`src/rtl/wdt_pkg.sv`:
```
package wdt_pkg;

    localparam int CTL_W     = 16;
    localparam int HALF_W    = 16;
    localparam int EN_LSB    = 4;
    localparam int EN_W      = 8;
    localparam int ROLL_BIT  = 15;
    localparam int SEL_W     = 2;
    localparam int NUM_EVT   = 3;
    localparam logic [EN_W-1:0]  EN_STOP   = 8'hAD;
    localparam logic [CTL_W-1:0] CTL_RESET = 16'h0AD0;

    localparam int OFF_CTL  = 0;
    localparam int OFF_CNT  = 4;
    localparam int OFF_STAT = 8;

    typedef enum logic [1:0] {
        SZ_8   = 2'b00,
        SZ_16  = 2'b01,
        SZ_32  = 2'b10,
        SZ_RSV = 2'b11
    } acc_size_e;

    typedef enum logic [1:0] {
        ST_IDLE = 2'd0,
        ST_RUN  = 2'd1,
        ST_FIRE = 2'd2
    } wd_state_e;

endpackage

```
`src/rtl/wdt_access.sv`:
```
module wdt_access
    import wdt_pkg::*;
#(
    parameter int ADDR_W = 4,
    parameter int CNT_W  = 32
) (
    input  logic              clk,
    input  logic              rst_n,
    input  logic [ADDR_W-1:0] bus_addr,
    input  logic              bus_wr,
    input  logic              bus_rd,
    input  logic [1:0]        bus_size,
    input  logic [CTL_W-1:0]  ctl_q,
    input  logic [CNT_W-1:0]  cnt_q,
    input  logic [CNT_W-1:0]  live_q,
    output logic              ctl_we,
    output logic              cnt_we,
    output logic              stat_we,
    output logic              half_wr,
    output logic [CNT_W-1:0]  bus_rdata,
    output logic              bus_err
);

    logic             size_ok;
    logic             hit_ctl, hit_cnt, hit_stat;
    logic             wide_ctl_rd;
    logic             err_d;
    logic [CNT_W-1:0] rd_mux;

    always_comb begin
        size_ok     = (bus_size == SZ_16) || (bus_size == SZ_32);
        hit_ctl     = (bus_addr == ADDR_W'(OFF_CTL));
        hit_cnt     = (bus_addr == ADDR_W'(OFF_CNT));
        hit_stat    = (bus_addr == ADDR_W'(OFF_STAT));
        wide_ctl_rd = bus_rd && hit_ctl && (bus_size == SZ_32);
        err_d       = ((bus_wr || bus_rd) && !size_ok) || (size_ok && wide_ctl_rd);
        ctl_we      = bus_wr && size_ok && hit_ctl;
        cnt_we      = bus_wr && size_ok && hit_cnt;
        stat_we     = bus_wr && size_ok && hit_stat;
        half_wr     = (bus_size == SZ_16);
        if (hit_ctl)       rd_mux = CNT_W'(ctl_q);
        else if (hit_cnt)  rd_mux = cnt_q;
        else if (hit_stat) rd_mux = live_q;
        else               rd_mux = '0;
    end

    always_ff @(posedge clk) begin
        if (!rst_n) begin
            bus_err   <= 1'b0;
            bus_rdata <= '0;
        end else begin
            bus_err   <= err_d;
            bus_rdata <= (bus_rd && !err_d) ? rd_mux : '0;
        end
    end

    // a bad size code is reported in the following cycle
    a_r2_bad_size: assert property (@(posedge clk) disable iff (!rst_n)
        ((bus_wr || bus_rd) && (bus_size == SZ_8 || bus_size == SZ_RSV)) |=> (bus_err && bus_rdata == '0));

    // a word-sized read of control is refused
    a_r3_wide_ctl: assert property (@(posedge clk) disable iff (!rst_n)
        (bus_rd && bus_addr == ADDR_W'(OFF_CTL) && bus_size == SZ_32) |=> (bus_err && bus_rdata == '0));

    // no register write strobe without an accepted size
    a_r2_no_strobe: assert property (@(posedge clk) disable iff (!rst_n)
        !size_ok |-> !(ctl_we || cnt_we || stat_we));

endmodule

```
`src/rtl/wdt_ctl.sv`:
```
module wdt_ctl
    import wdt_pkg::*;
(
    input  logic             clk,
    input  logic             rst_n,
    input  logic             ctl_we,
    input  logic [CTL_W-1:0] wdata,
    input  logic             expire,
    output logic [CTL_W-1:0] ctl_q,
    output logic             enabled,
    output logic [SEL_W-1:0] sel
);

    logic [CTL_W-1:0] ctl_d;

    always_comb begin
        ctl_d = ctl_q;
        if (ctl_we) begin
            ctl_d           = wdata;
            ctl_d[ROLL_BIT] = ctl_q[ROLL_BIT] & ~wdata[ROLL_BIT];
        end
        if (expire) ctl_d[ROLL_BIT] = 1'b1;
        enabled = (ctl_q[EN_LSB +: EN_W] != EN_STOP);
        sel     = ctl_q[SEL_W-1:0];
    end

    always_ff @(posedge clk) begin
        if (!rst_n) ctl_q <= CTL_RESET;
        else        ctl_q <= ctl_d;
    end

    // expiry leaves the rollover flag set
    a_r9_roll_set: assert property (@(posedge clk) disable iff (!rst_n)
        expire |=> ctl_q[ROLL_BIT]);

    // flag only drops through a write of one
    a_r11_roll_hold: assert property (@(posedge clk) disable iff (!rst_n)
        (!(ctl_we && wdata[ROLL_BIT])) |=> (ctl_q[ROLL_BIT] || !$past(ctl_q[ROLL_BIT])));

endmodule

```
`src/rtl/wdt_timer.sv`:
```
module wdt_timer
    import wdt_pkg::*;
#(
    parameter int CNT_W = 32
) (
    input  logic               clk,
    input  logic               rst_n,
    input  logic               enabled,
    input  logic [SEL_W-1:0]   sel,
    input  logic               cnt_we,
    input  logic               stat_we,
    input  logic               half_wr,
    input  logic [CNT_W-1:0]   wdata,
    output logic [CNT_W-1:0]   cnt_q,
    output logic [CNT_W-1:0]   live_q,
    output logic               expire,
    output logic [NUM_EVT-1:0] evt_o
);

    wd_state_e        state_q, state_d;
    wd_state_e        run_target;
    logic [CNT_W-1:0] cnt_new;
    logic             fire;

    always_comb begin
        expire  = enabled && !stat_we && (live_q == '0);
        cnt_new = half_wr ? {cnt_q[CNT_W-1:HALF_W], wdata[HALF_W-1:0]} : wdata;
        run_target = expire ? ST_FIRE : ST_RUN;
        unique case (state_q)
            ST_IDLE: state_d = enabled ? run_target : ST_IDLE;
            ST_RUN:  state_d = enabled ? run_target : ST_IDLE;
            ST_FIRE: state_d = enabled ? run_target : ST_IDLE;
            default: state_d = ST_IDLE;
        endcase
    end

    always_ff @(posedge clk) begin
        if (!rst_n) state_q <= ST_IDLE;
        else        state_q <= state_d;
    end

    always_ff @(posedge clk) begin
        if (!rst_n) begin
            cnt_q  <= '0;
            live_q <= '0;
        end else if (!enabled) begin
            if (cnt_we) begin
                cnt_q  <= cnt_new;
                live_q <= cnt_new;
            end
        end else if (stat_we || live_q == '0) begin
            live_q <= cnt_q;
        end else begin
            live_q <= live_q - CNT_W'(1);
        end
    end

    always_comb begin
        fire = (state_q == ST_FIRE);
    end

    for (genvar i = 0; i < NUM_EVT; i++) begin : g_evt
        assign evt_o[i] = fire && (sel == SEL_W'(i));
    end

    // never more than one event pin
    a_r10_one_pin: assert property (@(posedge clk) disable iff (!rst_n)
        $onehot0(evt_o));

    // pulse lasts a single clock for a non-zero reload
    a_r10_single: assert property (@(posedge clk) disable iff (!rst_n)
        ((|evt_o) && live_q != '0) |=> !(|evt_o));

    // reload value frozen while running
    a_r6_cnt_locked: assert property (@(posedge clk) disable iff (!rst_n)
        enabled |=> $stable(cnt_q));

    // service write reloads the live count
    a_r7_service: assert property (@(posedge clk) disable iff (!rst_n)
        (enabled && stat_we) |=> (live_q == $past(cnt_q)));

    // one step down per running clock
    a_r8_step: assert property (@(posedge clk) disable iff (!rst_n)
        (enabled && !stat_we && live_q != '0) |=> (live_q == $past(live_q) - CNT_W'(1)));

endmodule

```
`src/rtl/wdt_top.sv`:
```
module wdt_top
    import wdt_pkg::*;
#(
    parameter int ADDR_W = 4,
    parameter int CNT_W  = 32
) (
    input  logic              clk,
    input  logic              rst_n,
    input  logic [ADDR_W-1:0] bus_addr,
    input  logic              bus_wr,
    input  logic              bus_rd,
    input  logic [1:0]        bus_size,
    input  logic [CNT_W-1:0]  bus_wdata,
    output logic [CNT_W-1:0]  bus_rdata,
    output logic              bus_err,
    output logic              wd_reset,
    output logic              wd_nmi,
    output logic              wd_gpi
);

    logic               ctl_we, cnt_we, stat_we, half_wr;
    logic [CTL_W-1:0]   ctl_q;
    logic [CNT_W-1:0]   cnt_q, live_q;
    logic               enabled, expire;
    logic [SEL_W-1:0]   sel;
    logic [NUM_EVT-1:0] evt;

    wdt_access #(.ADDR_W(ADDR_W), .CNT_W(CNT_W)) u_access (
        .clk       (clk),
        .rst_n     (rst_n),
        .bus_addr  (bus_addr),
        .bus_wr    (bus_wr),
        .bus_rd    (bus_rd),
        .bus_size  (bus_size),
        .ctl_q     (ctl_q),
        .cnt_q     (cnt_q),
        .live_q    (live_q),
        .ctl_we    (ctl_we),
        .cnt_we    (cnt_we),
        .stat_we   (stat_we),
        .half_wr   (half_wr),
        .bus_rdata (bus_rdata),
        .bus_err   (bus_err)
    );

    wdt_ctl u_ctl (
        .clk     (clk),
        .rst_n   (rst_n),
        .ctl_we  (ctl_we),
        .wdata   (bus_wdata[CTL_W-1:0]),
        .expire  (expire),
        .ctl_q   (ctl_q),
        .enabled (enabled),
        .sel     (sel)
    );

    wdt_timer #(.CNT_W(CNT_W)) u_timer (
        .clk     (clk),
        .rst_n   (rst_n),
        .enabled (enabled),
        .sel     (sel),
        .cnt_we  (cnt_we),
        .stat_we (stat_we),
        .half_wr (half_wr),
        .wdata   (bus_wdata),
        .cnt_q   (cnt_q),
        .live_q  (live_q),
        .expire  (expire),
        .evt_o   (evt)
    );

    assign wd_reset = evt[0];
    assign wd_nmi   = evt[1];
    assign wd_gpi   = evt[2];

    // nothing fires while stopped
    a_r1_quiet_stopped: assert property (@(posedge clk) disable iff (!rst_n)
        !enabled |=> !(wd_reset || wd_nmi || wd_gpi));

endmodule

```
`config.mk`:
```
export PLATFORM = sky130hd
export DESIGN_NAME = wdt_top
export DESIGN_NICKNAME = d
export VERILOG_FILES = /design/src/rtl/wdt_pkg.sv /design/src/rtl/wdt_access.sv /design/src/rtl/wdt_ctl.sv /design/src/rtl/wdt_timer.sv /design/src/rtl/wdt_top.sv
export SDC_FILE = /design/constraint.sdc
export NUM_CORES = 1
export LEC_CHECK = 0
export BUFFER_PORTS_ARGS = -buffer_cell sky130_fd_sc_hd__buf_2
export CORE_MARGIN = 5
export CORE_UTILIZATION = 43
export DETAILED_ROUTE_END_ITERATION = 16
export SLEW_MARGIN = 20
export SYNTH_ARGS = -nofsm -noshare
export SYNTH_HDL_FRONTEND = slang
export SYNTH_HIERARCHICAL = 1
export SYNTH_SLANG_ARGS = --single-unit
export TNS_END_PERCENT = 100
```
`constraint.sdc`:
```
create_clock -name clk -period 2.55 [get_ports clk]
set_input_delay 0.255 -clock clk [delete_from_list [all_inputs] [get_ports clk]]
set_output_delay 0.255 -clock clk [all_outputs]
set_load 0.005 [all_outputs]
```
==> summary.md <==
Of the cells placed in the final design, the portion with a size suffix greater than 1 is 20.46%. STA classifies the critical path startpoint as a flop. Summed over its instances, the top area cell type makes up 39.26% of the synthesized netlist area. The die covers 0.01607 sq mm. For the setup slack of the critical path after layout, the log shows 0.2076 ns. The first global-routing pass estimated 28990 um of wire. The analysis attributes to net switching a power of 0.001926 W.

After detailed routing, the number of remaining DRC violations is 0. The largest total area in the synthesized netlist belongs to sky130_fd_sc_hd__dfxtp_1. For the pin with the worst max-slew slack, the measured transition is 0.7028 ns.

The ratio of routed vias to standard cells works out to 5.725. Average wire per cell in the routed design: 18.96 um. The clock share of power was 36.7%. The type of element capturing the critical path is a flop.

Synthesis inferred 115 register bits. Among cell families on the critical path, the largest total delay comes from simple AND/OR/NAND/NOR gates. Data on the critical path arrives at its endpoint at 2.64 ns. The run finished with clean final reports. The synthesized area per cell came out at 8.524 sq um. The maximum cell stage delay along the critical path is 0.38 ns, and the final critical-path share of the clock period is 91.86%. Path class of the lowest-slack min-delay path: in2reg. For this design the top-level I/O count stands at 78.

The logs give 0.2426 ns for the pre-CTS setup slack and 0 for the final-report hold violation count. Worst path buffer plus inverter count: 2. The run gives 2.618 nW as the leakage power figure. The starting density of the core was 44.11%. The clock input transition at the sequential cells of the worst setup and hold paths was 0.05 ns; the final wirelength was 18070 um. Of all nets on the critical path, the largest fanout is 7.

Entering global routing, the biggest net connects 35 pins. The logs give 1265 for the layout filler cell count and 0 for the post-CTS resize count. The distinct cell type count after synthesis came out at 67.

Yosys attributes the largest share of cell area to sky130_fd_sc_hd__dfxtp_1 39%, sky130_fd_sc_hd__mux2i_1 6.3%, sky130_fd_sc_hd__nand2_1 5.9%. The chip width works out to 126.8 um. The violation count after the first detailed-route iteration is 397, and the weighted congestion reported at the end of routability-driven placement is 0.8648.

TritonCTS built the clock tree. TritonCTS created 17 clock buffers. The total internal power is 0.003968 W, and the count of vias placed by the detailed router is 5456. Sequential cells burn 33.1% of the power. The region available for standard cell placement spans 0.01330 sq mm. In this run the cell area of the synthesized design comes to 0.005864 sq mm.

Clock skew on the completed layout was measured at 0.01040 ns. In this run the post-CTS setup repair buffer count came out at 0. In this run switching power makes up 32.68% of total power.

The post-synth net total is 733. The tools report the upper clock frequency limit as 426.9 MHz. The maximum VDD drop is 549.5 uV. Setup repair after global routing left no endpoint under its margin. In the synthesized netlist, the number of instances is 688.

Input and output buffers added on the ports amount to 77. The path type of the worst setup path is reg2reg. Traced cell by cell, the critical path runs through inv_1 > ha_1 > nor3b_2 > buf_4 > nand3_1 > nor4_1 > xnor2_1 > o311ai_0.

The logs give 0.003257 sq mm for the area of combinational cells with multiple inputs and 39.26% for the sequential cell area fraction in the yosys report. In this run the clock root is driven by a sky130_fd_sc_hd__clkbuf_16. The clock reaches the later pin of the worst-skew pair after 0.41 ns. The site row count is 42. The share of flip-flops with an asynchronous set or reset after synthesis was 0%.

The first TritonRoute pass finished after 5 iterations. The floorplan step set the die height to 126.8 um. Setup total negative slack on the finished layout was measured at 0 ns.

Detailed placement ended at an HPWL of 12400 um. The most common flop cell mapped by yosys is sky130_fd_sc_hd__dfxtp_1. The setup violation total in the final timing report was 0; the number of clock sinks was 115.

The number of pins exceeding their max-slew limit in the final report came out at 0. The number of antenna violations at the first check in global routing came out at 0. The library cell contributing the largest single delay on the critical path was sky130_fd_sc_hd__nor3b_2. By count the netlist is led by 115 x sky130_fd_sc_hd__dfxtp_1, 92 x sky130_fd_sc_hd__nand2_1, 62 x sky130_fd_sc_hd__a21oi_1. The leading cell type by number of instances after synthesis is sky130_fd_sc_hd__dfxtp_1. The area added between synthesis and finish works out to 19.86%. The minimum period implied by the final worst setup slack was 2.342 ns. The logs give 0 for the count of antenna-violating nets left after detailed routing and 0 for the remaining global-route overflow.

The power per standard cell area is 838.5 mW/mm^2, and the combined flip-flop and latch cell area is 0.002302 sq mm. 0 antenna diodes ended up in the layout. The number of levels in the clock H-tree came out at 4. Data on the critical path is required at its endpoint by 2.85 ns. Yosys synthesis warning count: 6. Max-cap violations in this run came to 0. The number of global-route vias before repair was 5516. After clock tree synthesis, the flow added hold-fix buffers numbering 0.

Counting along the longest clock path gives a buffer depth of 2. The tools report the total routing usage reported by global routing as 22.49%. Of the total power, combinational logic draws 30.1%. In this run, synthesis inferred 0 flip-flops with an integrated enable. The logs give 813 for the number of nets at the end of the flow and 51.94% for the worst relative slew slack.
==> worst reg2reg max path, cell delays in order, from the launching register on <==
cell and delay (ns):
sky130_fd_sc_hd__dfxtp_1 0.35, sky130_fd_sc_hd__inv_1 0.11, sky130_fd_sc_hd__ha_1 0.20, sky130_fd_sc_hd__nor3b_2 0.38
sky130_fd_sc_hd__buf_4 0.20, sky130_fd_sc_hd__nand3_1 0.24, sky130_fd_sc_hd__nor4_1 0.37, sky130_fd_sc_hd__xnor2_1 0.10
sky130_fd_sc_hd__o311ai_0 0.29
==> routing by layer <==
layer  up-vias  global-route usage (%)  share of wire (%)
li1       2651                       -                  -
met1      2634                   28.50                 45
met2       150                   37.83                 49
met3        21                   5.422                4.7
met4         0                   7.003                1.3
met5         -                       0                  0
==> metrics by stage <==
step | hold WS (ns) | power, W | cell area, sq um | cells | utilization, %
2_1_floorplan | 0.3654 | 0.003220 | 5864 | 688 | -
3_3_place_gp | 0.4612 | 0.003715 | 6497 | 925 | 48.87
3_5_place_dp | 0.4654 | 0.003723 | 6497 | 925 | 48.87
4_1_cts | 0.07401 | 0.005903 | 7029 | 953 | 52.87
5_1_grt | 0.09243 | 0.006168 | 7029 | 953 | 52.87
6_report | 0.08759 | 0.005894 | 7029 | 953 | 52.87
==> logic make-up after synthesis <==
family | Yosys count | share of synthesized area [%]
simple gates | 274 | 24.43
compound gates | 171 | 19.84
flops | 115 | 39.26
buf+inv | 62 | 5.419
mux | 42 | 7.275
xor+xnor | 21 | 3.136
fa+ha+maj | 3 | 0.6401
==> registers in the layout, summed over array words and instances, names as in the netlist <==
name and cells:
u_timer/live_q 32, u_access/bus_err 1, u_timer/cnt_q 32, u_timer/state_q 2, u_access/bus_rdata 32, u_ctl/ctl_q 16
==> final timing paths <==
kind | start | end | slack [ns] | depth (start not counted)
worst min-delay path | bus_wdata[23] | u_timer/cnt_q[23] | 0.09 | 3
worst max-delay path | u_timer/live_q[0] | u_timer/live_q[12] | 0.21 | 8
worst max register to register | u_timer/live_q[0] | u_timer/live_q[12] | 0.21 | 8
worst min register to register | u_timer/cnt_q[12] | u_timer/cnt_q[12] | 0.47 | 2
==> cell type report <==
class,instances,share of cell area [%]
clock buffers,22,6.746
clock inverters,6,0.8188
inverters,10,0.5340
multi-input cells,511,46.33
flip-flops and latches,115,32.75
well taps,176,3.133
repair buffers,113,9.683
==> layout by cell type (no fill, tap or decap), types with 5 or more instances in the layout <==
cell type / n
sky130_fd_sc_hd__buf_4: 34
sky130_fd_sc_hd__clkbuf_16: 17
sky130_fd_sc_hd__nand3_1: 12
sky130_fd_sc_hd__nand2_1: 92
sky130_fd_sc_hd__nand2b_1: 21
sky130_fd_sc_hd__nor2b_1: 33
sky130_fd_sc_hd__nor3_1: 13
sky130_fd_sc_hd__dfxtp_1: 115
sky130_fd_sc_hd__mux2i_1: 37
sky130_fd_sc_hd__mux2_2: 5
sky130_fd_sc_hd__inv_1: 9
sky130_fd_sc_hd__a32oi_1: 8
sky130_fd_sc_hd__a21oi_1: 62
sky130_fd_sc_hd__a22oi_1: 16
sky130_fd_sc_hd__nor2_1: 49
sky130_fd_sc_hd__o211ai_1: 5
sky130_fd_sc_hd__a2111oi_0: 16
sky130_fd_sc_hd__buf_2: 77
sky130_fd_sc_hd__nor4_1: 14
sky130_fd_sc_hd__nand4_1: 8
sky130_fd_sc_hd__o32ai_1: 6
sky130_fd_sc_hd__xnor2_1: 19
sky130_fd_sc_hd__o31a_1: 5
sky130_fd_sc_hd__o21ai_0: 21
==> power by group through the flow <==
stage               logic (W)  registers (W)  clock network (W)
detailed placement    0.00173        0.00199                  0
global placement      0.00173        0.00199                  0
finish                0.00177        0.00195            0.00217
floorplan             0.00126        0.00196                  0
CTS                   0.00175        0.00195            0.00220
global route          0.00191        0.00196            0.00230
(Power assumes the default switching activity.)
